<file path="src/rtl/irm_pkg.sv">
package irm_pkg;
    typedef enum logic [2:0] {
        KIND_QREAD      = 3'd0,
        KIND_QWRITE     = 3'd1,
        KIND_BREAD      = 3'd2,
        KIND_BWRITE     = 3'd3,
        KIND_CSWAP      = 3'd4,
        KIND_LOCK_OTHER = 3'd5
    } req_kind_e;

    typedef enum logic [1:0] {
        RESP_COMPLETE = 2'd0,
        RESP_TYPE_ERR = 2'd1,
        RESP_ADDR_ERR = 2'd2
    } resp_code_e;

    typedef enum logic [1:0] {
        ST_IDLE  = 2'd0,
        ST_REPLY = 2'd1,
        ST_DEFER = 2'd2
    } ctl_state_e;
endpackage

</file>
<file path="src/rtl/irm_addr_decode.sv">
module irm_addr_decode #(
    parameter int unsigned OFFS_W   = 48,
    parameter int unsigned NUM_REGS = 4,
    parameter int unsigned IDX_W    = $clog2(NUM_REGS),
    parameter logic [OFFS_W-1:0] BASE = 48'hFFFF_F000_021C
) (
    input  logic [OFFS_W-1:0] offset,
    output logic              hit,
    output logic [IDX_W-1:0]  idx
);
    localparam int unsigned SPAN_LSB = IDX_W + 2;

    logic [OFFS_W-1:0] delta;

    always_comb begin
        delta = offset - BASE;
        hit   = (delta[OFFS_W-1:SPAN_LSB] == '0) && (delta[1:0] == 2'b00);
        idx   = delta[SPAN_LSB-1:2];
    end
endmodule

</file>
<file path="src/rtl/irm_regbank.sv">
module irm_regbank #(
    parameter int unsigned DATA_W   = 32,
    parameter int unsigned NUM_REGS = 4,
    parameter int unsigned IDX_W    = $clog2(NUM_REGS),
    parameter logic [NUM_REGS*DATA_W-1:0] RST_VALS = '0
) (
    input  logic                              clk,
    input  logic                              rst_n,
    input  logic                              a_we,
    input  logic [IDX_W-1:0]                  a_idx,
    input  logic [DATA_W-1:0]                 a_wdata,
    input  logic                              b_we,
    input  logic [IDX_W-1:0]                  b_idx,
    input  logic [DATA_W-1:0]                 b_wdata,
    output logic [NUM_REGS-1:0][DATA_W-1:0]   regs
);
    // Port b has priority over port a when both target one entry.
    for (genvar g = 0; g < NUM_REGS; g++) begin : g_entry
        always_ff @(posedge clk) begin
            if (!rst_n) begin
                regs[g] <= RST_VALS[g*DATA_W +: DATA_W];
            end else if (b_we && (b_idx == IDX_W'(g))) begin
                regs[g] <= b_wdata;
            end else if (a_we && (a_idx == IDX_W'(g))) begin
                regs[g] <= a_wdata;
            end
        end
    end
endmodule

</file>
<file path="src/rtl/irm_cswap_unit.sv">
module irm_cswap_unit
    import irm_pkg::*;
#(
    parameter int unsigned OFFS_W   = 48,
    parameter int unsigned DATA_W   = 32,
    parameter int unsigned NUM_REGS = 4,
    parameter logic [OFFS_W-1:0] BASE_OFFS = 48'hFFFF_F000_021C,
    parameter logic [DATA_W-1:0] RST_BUSMGR = 32'h0000_003F,
    parameter logic [DATA_W-1:0] RST_BANDW  = 32'h0000_1333,
    parameter logic [DATA_W-1:0] RST_CHHI   = 32'hFFFF_FFFF,
    parameter logic [DATA_W-1:0] RST_CHLO   = 32'hFFFF_FFFF
) (
    input  logic                        clk,
    input  logic                        rst_n,
    input  logic                        req_valid,
    output logic                        req_ready,
    input  logic [OFFS_W-1:0]           req_offset,
    input  logic [2:0]                  req_kind,
    input  logic [DATA_W-1:0]           req_arg,
    input  logic [DATA_W-1:0]           req_data,
    input  logic                        host_we,
    input  logic [$clog2(NUM_REGS)-1:0] host_sel,
    input  logic [DATA_W-1:0]           host_wdata,
    output logic                        resp_valid,
    output logic [1:0]                  resp_code,
    output logic [DATA_W-1:0]           resp_data
);
    localparam int unsigned IDX_W = $clog2(NUM_REGS);
    localparam logic [NUM_REGS*DATA_W-1:0] RST_VALS =
        {RST_CHLO, RST_CHHI, RST_BANDW, RST_BUSMGR};

    ctl_state_e state_q, state_d;

    logic                              accept;
    logic                              dec_hit;
    logic [IDX_W-1:0]                  dec_idx;
    logic [NUM_REGS-1:0][DATA_W-1:0]   regs_q;
    logic [DATA_W-1:0]                 old_val;
    logic                              is_read, is_cswap, swap_hit;
    logic                              a_we, b_we;
    logic [IDX_W-1:0]                  a_idx;
    logic [DATA_W-1:0]                 a_wdata;
    logic [IDX_W-1:0]                  pend_idx_q;
    logic [DATA_W-1:0]                 pend_data_q;
    logic [1:0]                        code_q;
    logic [DATA_W-1:0]                 data_q;

    irm_addr_decode #(
        .OFFS_W(OFFS_W), .NUM_REGS(NUM_REGS), .IDX_W(IDX_W), .BASE(BASE_OFFS)
    ) u_dec (
        .offset(req_offset), .hit(dec_hit), .idx(dec_idx)
    );

    irm_regbank #(
        .DATA_W(DATA_W), .NUM_REGS(NUM_REGS), .IDX_W(IDX_W), .RST_VALS(RST_VALS)
    ) u_bank (
        .clk(clk), .rst_n(rst_n),
        .a_we(a_we), .a_idx(a_idx), .a_wdata(a_wdata),
        .b_we(b_we), .b_idx(host_sel), .b_wdata(host_wdata),
        .regs(regs_q)
    );

    assign req_ready = (state_q != ST_DEFER);
    assign accept    = req_valid && req_ready;
    assign old_val   = regs_q[dec_idx];
    assign is_read   = (req_kind == KIND_QREAD);
    assign is_cswap  = (req_kind == KIND_CSWAP);
    assign swap_hit  = accept && dec_hit && is_cswap && (old_val == req_arg);

    // Port a: remote swap, or held host write while stalled.
    always_comb begin
        a_we    = swap_hit || (state_q == ST_DEFER);
        a_idx   = (state_q == ST_DEFER) ? pend_idx_q  : dec_idx;
        a_wdata = (state_q == ST_DEFER) ? pend_data_q : req_data;
    end
    // Port b: host write applied at once unless a remote request is accepted.
    assign b_we = host_we && !accept;

    always_comb begin
        state_d = state_q;
        unique case (state_q)
            ST_IDLE, ST_REPLY: begin
                if (accept && host_we) state_d = ST_DEFER;
                else if (accept)       state_d = ST_REPLY;
                else                   state_d = ST_IDLE;
            end
            ST_DEFER: state_d = ST_IDLE;
            default:  state_d = ST_IDLE;
        endcase
    end

    always_ff @(posedge clk) begin
        if (!rst_n) state_q <= ST_IDLE;
        else        state_q <= state_d;
    end

    always_ff @(posedge clk) begin
        if (!rst_n) begin
            code_q      <= RESP_COMPLETE;
            data_q      <= '0;
            pend_idx_q  <= '0;
            pend_data_q <= '0;
        end else begin
            if (accept) begin
                if (!dec_hit) begin
                    code_q <= RESP_ADDR_ERR;
                    data_q <= '0;
                end else if (is_read || is_cswap) begin
                    code_q <= RESP_COMPLETE;
                    data_q <= old_val;
                end else begin
                    code_q <= RESP_TYPE_ERR;
                    data_q <= '0;
                end
            end
            if (accept && host_we) begin
                pend_idx_q  <= host_sel;
                pend_data_q <= host_wdata;
            end
        end
    end

    assign resp_valid = (state_q != ST_IDLE);
    assign resp_code  = code_q;
    assign resp_data  = data_q;
endmodule

</file>
<file path="config.mk">
export PLATFORM = sky130hd
export DESIGN_NAME = irm_cswap_unit
export DESIGN_NICKNAME = d
export VERILOG_FILES = /design/src/rtl/irm_pkg.sv /design/src/rtl/irm_addr_decode.sv /design/src/rtl/irm_regbank.sv /design/src/rtl/irm_cswap_unit.sv
export SDC_FILE = /design/constraint.sdc
export NUM_CORES = 1
export LEC_CHECK = 0
export ABC_AREA = 0
export BUFFER_PORTS_ARGS = -buffer_cell sky130_fd_sc_hd__buf_2
export CORE_ASPECT_RATIO = 1.5
export CORE_MARGIN = 3
export CORE_UTILIZATION = 50
export DETAILED_ROUTE_END_ITERATION = 10
export PLACE_DENSITY = 0.71
export SYNTH_ARGS = -nofsm -noshare
export SYNTH_HDL_FRONTEND = slang
export SYNTH_SLANG_ARGS = --single-unit
</file>
<file path="constraint.sdc">
create_clock -name clk -period 11.86 [get_ports clk]
set_clock_uncertainty 0.2 [all_clocks]
set_input_delay 2.965 -clock clk [delete_from_list [all_inputs] [get_ports clk]]
set_output_delay 2.965 -clock clk [all_outputs]
set_load 0.01 [all_outputs]
</file>
Word level (Yosys, flattened, before mapping)

Cells that the tools add are included.

Output and inout port bits: 36
Input bits: 153
Register bits after elaboration: 198
Word-level logic and storage cells: 75

Bitwise operators: 2
Equality and inequality tests: 11
Add/sub/neg operators: 1
Reduce and logical (&&, ||, !) cells: 32
Mux-type cells: 18
Magnitude comparators: 1

Operator list:

| cell                     | number |
|---|---|
| $mux W32                 | 12 |
| $bmux W32 S2             | 1 |
| $sub A48 B48 Y48 const B | 1 |
| $logic_not A44 Y1        | 1 |
| $eq A32 B32 Y1           | 1 |
| $logic_and A1 B1 Y1      | 15 |
| $eq A2 B2 Y1 const B     | 5 |
| $reduce_bool A2 Y1       | 5 |
| $logic_not A2 Y1         | 4 |
| $eq A2 B1 Y1 const B     | 3 |
| $mux W2                  | 3 |
| $eq A3 B3 Y1 const B     | 1 |
| $logic_not A3 Y1         | 1 |
| $lt A2 B3 Y1 const B     | 1 |
| $reduce_or A3 Y1         | 1 |
| $logic_or A1 B1 Y1       | 2 |
| $mux W1                  | 2 |
| $ne A2 B2 Y1 const B     | 1 |
| $not A1 Y1               | 2 |
| $reduce_and A2 Y1        | 1 |
| $reduce_or A2 Y1         | 1 |
| $logic_not A1 Y1         | 1 |

Logic depth before layout (Yosys ltp)

Depth in word-level cells: 10
Mapped depth: 16

Hierarchy

Synthesis repeated with hierarchy kept, for this count alone.

Cells, all modules: 1276
Area total of the unflattened synthesis: 10855.4 um^2

Modules (own cells, without submodules):

| module          | cells each | instances | area each (um^2) |
|---|---|---|---|
| irm_regbank     | 717        | 1         | 5698.0 |
| irm_cswap_unit  | 421        | 1         | 4174.0 |
| irm_addr_decode | 138        | 1         | 983.4 |

Worst setup path after synthesis

Ideal clock, no wire load.

Path kind: input to register
Start: in req_offset[2]
End: reg u_bank.regs[100] (netlist name)
Path buffers: 5
Arrival time: 6.677 ns
Required time: 11.587 ns
Setup time: 0.073 ns
Setup slack: 4.909 ns
Cell stages on the path: 15
Path through: ha_1 buf_2 buf_1 mux4_2 xnor2_1 nand4_1 nor4_1 nand4b_1 or4_1 or3_1 buf_2 and3_1 buf_2 buf_6 o211ai_2

Word-level cells in the longest chain between the ends: 9
Elaborated cells on any way between the ends: 14

Ends and longest elaborated chain:

| item                                                                 | line                  | RTL |
|---|---|---|
| start: declaration                                                   | irm_cswap_unit.sv:17  | `input logic [OFFS_W-1:0] req_offset,` |
| $sub A48 B48 Y48 *                                                   | irm_addr_decode.sv:16 | `delta = offset - BASE;` |
| parallel branches: the longest is 6 deep, another holds $bmux W32 S2 | --                    |  |
| $logic_and A1 B1 Y1 *                                                | irm_regbank.sv:24     | `end else if (a_we && (a_idx == IDX_W'(g))) begin` |
| $reduce_bool A2 Y1 (no source line) *                                | --                    |  |
| end signal: indexed assignment                                       | irm_regbank.sv:21     | `regs[g] <= RST_VALS[g*DATA_W +: DATA_W];` |
| end signal: indexed assignment                                       | irm_regbank.sv:23     | `regs[g] <= b_wdata;` |
| end signal: indexed assignment                                       | irm_regbank.sv:25     | `regs[g] <= a_wdata;` |
| end: declaration                                                     | irm_regbank.sv:15     | `output logic [NUM_REGS-1:0][DATA_W-1:0] regs` |

Every way passes the cells marked *. The select of a mux whose other input is x is not followed.
A chain may end at the register's enable or synchronous reset.

Worst setup path after layout

Start: in req_offset[2]
End: reg u_bank.regs[127] (netlist name)

The elaborated chain is that of the path after synthesis.

==> summary.txt <==
Detailed routing
  – Routed wire per std cell: 21.2 um
  – Detailed-route wire length: 36,700 um
  – Post-route DRC violation count: 0
  – Via count: 10,900
  – Total iterations of the first detailed-routing run: 5
  – Antenna-violating nets left: 0
  – First DRT Iteration DRCs: 914
  – Detail-routed via count per cell: 6.29

Clocking
  – CTS Buffer Depth: 2
  – TritonCTS Buffers: 17
  – Hold buffers post-CTS: 0
  – Setup Buffers After CTS: 0
  – Sink Count: 198
  – CTS tree: done
  – Root buffer cell: clkbuf_16
  – Clock-pin slew on the worst setup and hold paths: 0.08 ns
  – Post-cts resize count: 0
  – Htree depth: 4
  – Clk_lat worst skew: 0.45 ns

Logic synthesis
  – Sequential area share after synthesis: 0.341
  – Post-Syn Instances: 1,340
  – Post-synth top area share: 0.341
  – Syn nets: 1,494
  – Top cells by area, synth: dfxtp_1, nand2_1, mux2i_1, o211ai_2, mux4_2
  – Most frequently used flop master after synthesis: dfxtp_1
  – Unique masters post-synth: 64
  – Mapped Avg Cell Area: 8.67 um2
  – Cell with the most instances after synthesis: nand2_1
  – Synth area leader: dfxtp_1
  – Async S/R FF share, synth: 0
  – List of most frequent post-synthesis cells: nand2_1, dfxtp_1, mux2i_1
  – #FFs+latches synth: 198
  – EDFF count, synth: 0
  – Synth Warn #: 0
  – Syn Std Cell Area: 0.0116 mm2

Critical path
  – Setup Crit Path Kind: in2reg
  – Worst r2r src: state_q[1]
  – FF-to-FF setup slack: 7.17 ns
  – CP Capture Type: register
  – Worst Path Max Fanout: 48
  – CP arrival: 8.48 ns
  – Critical path required time: 12.02 ns
  – Worst reg2reg endpoint: u_bank.regs[127]
  – Worst R2R Path Depth: 12
  – Startpoint Class: input pin

Timing
  – Slew Viols, Final: 0
  – Slew headroom: 0.295
  – Final setup viols: 0
  – Final Hold Viols: 0
  – Fin Setup TNS: 0 ns
  – RSZ-0062 raised after global routing: false
  – Worst Tran Pin Value: 1.06 ns
  – Crit path time final: 8.32 ns
  – FMAX: 120 MHz
  – Final worst-path cycle share: 0.702

Finish
  – Fillers: 2,010
  – Layout area overhead: 13.4%
  – Final Net Count: 1,598
  – Cell area after layout: 0.0132 mm2
  – Final std cells w/o fill: 1,733
  – Final core utilization: 0.582
  – Fraction of layout cells with a size suffix above 1: 0.247

GRT
  – GR Overflow Total: 0
  – First-pass GRT wire length: 55,800 um
  – Gr usage total: 0.285
  – Vias in the first global route: 10,100
  – Initial antenna violation count: 1
  – Largest net degree at the start of global routing: 101

Floorplan
  – Core Area: 0.0226 mm2
  – Die extent in x: 130 um
  – Initial Utilization: 0.513
  – Die Area: 0.0251 mm2
  – Site Rows: 67
  – Boundary Pins: 189
  – Die height: 193 um

Power and ir drop
  – Worst VDD drop: 101 uV
  – P per Cell Area: 122 mW/mm2
  – Pleak: 5.82 nW

Min path
  – WHS Path Cells: 2
  – WHS Endpoint: u_bank.regs[26]
  – Worst hold-check path type: reg2reg
  – Worst Hold Launch: u_bank.regs[26]

Place
  – DPL Wire Length: 25,300 um
  – Port buffer count: 188
  – Placed Area: 0.0126 mm2
  – Routability cong.: 0.952
  – Placed cells: 1,701

Outcome
  – Status: completed

Job
  – Max-Cap Viols: 0
## worst max-delay path, cell delays in order
cell and delay [ns]:
buf_2 0.08, buf_4 0.52, ha_2 0.67, buf_4 0.52
mux4_2 0.59, xnor2_1 0.27, nand3_1 0.11, a2111oi_0 0.58
nand4b_1 0.14, or4_1 0.45, or3_1 0.36, buf_4 0.26
and3_2 0.59, o211ai_1 0.32
## kinds of logic (layout without fill, tap and decap cells)
group	Yosys count	in the layout	share of synthesized area
flops	198	198	0.341
other cells	0	1	0
xor+xnor	39	39	0.0294
fa+ha+maj	1	1	0.00108
buf+inv	135	251	0.0486
mux	142	142	0.153
simple gates	509	509	0.214
compound gates	316	316	0.212
## area by class of cell
| cell class | count | area [um2] | area share |
|---|---|---|---|
| timing repair buffer | 206 | 1080 | 0.0824 |
| inverter | 14 | 52.6 | 0.00399 |
| clock buffer | 19 | 443 | 0.0336 |
| antenna | 1 | 2.50 | 0.000190 |
| clock inverter | 12 | 166 | 0.0126 |
| sequential | 198 | 3960 | 0.301 |
| tap | 276 | 345 | 0.0262 |
| multi-input combinational | 1007 | 7110 | 0.540 |
## where the power goes
group	switching [mW]	leakage (nW)	internal [mW]	total, mW
Sequential	0.0145	1.61	0.689	0.704
Combinational	0.169	3.93	0.116	0.285
Clock	0.272	0.285	0.340	0.613
## flip-flops by register name, indices dropped and copies added, names as in the netlist
name,flops
resp_code,2
pend_data_q,32
u_bank.regs,128
resp_data,32
state_q,2
pend_idx_q,2
## per-stage QoR
step	setup WS (ns)	power, mW	hold WS [ns]
floorplan	4.91	0.905	0.226
global placement	3.20	0.994	0.247
detailed placement	3.08	1.00	0.253
CTS	3.55	1.60	0.263
global route	3.18	1.66	0.285
finish	3.54	1.60	0.263
## routing by layer
| layer | track usage | share of wire |
|---|---|---|
| met2 | 0.464 | 0.47 |
| met3 | 0.0512 | 0.070 |
| met4 | 0.145 | 0.050 |
| met1 | 0.361 | 0.41 |
| met5 | 0 | 0.00041 |
## placed cells by master (no fill, tap or decap), drive strengths merged, types with 11 or more instances in the layout
cell,count
a21boi,35
a22oi,33
buf,205
clkbuf,20
dfxtp,198
inv,18
mux2,17
mux2i,98
mux4,27
nand2,282
nand2b,15
nand3,11
nand4,77
nor2,25
nor2b,33
nor4,13
o211ai,116
o21ai,89
or4,14
xnor2,32
## worst max-delay path by stage
stage / start / to / slack (ns) / cells after the start
2_1_floorplan: req_offset[2] / u_bank.regs[100] / 4.91 / 15
3_3_place_gp: req_offset[2] / u_bank.regs[96] / 3.20 / 14
3_5_place_dp: req_offset[2] / u_bank.regs[127] / 3.08 / 14
4_1_cts: req_offset[2] / u_bank.regs[64] / 3.55 / 14
5_1_grt: req_offset[2] / u_bank.regs[96] / 3.18 / 14
6_report: req_offset[2] / u_bank.regs[127] / 3.54 / 14
(Power assumes the default switching activity.)
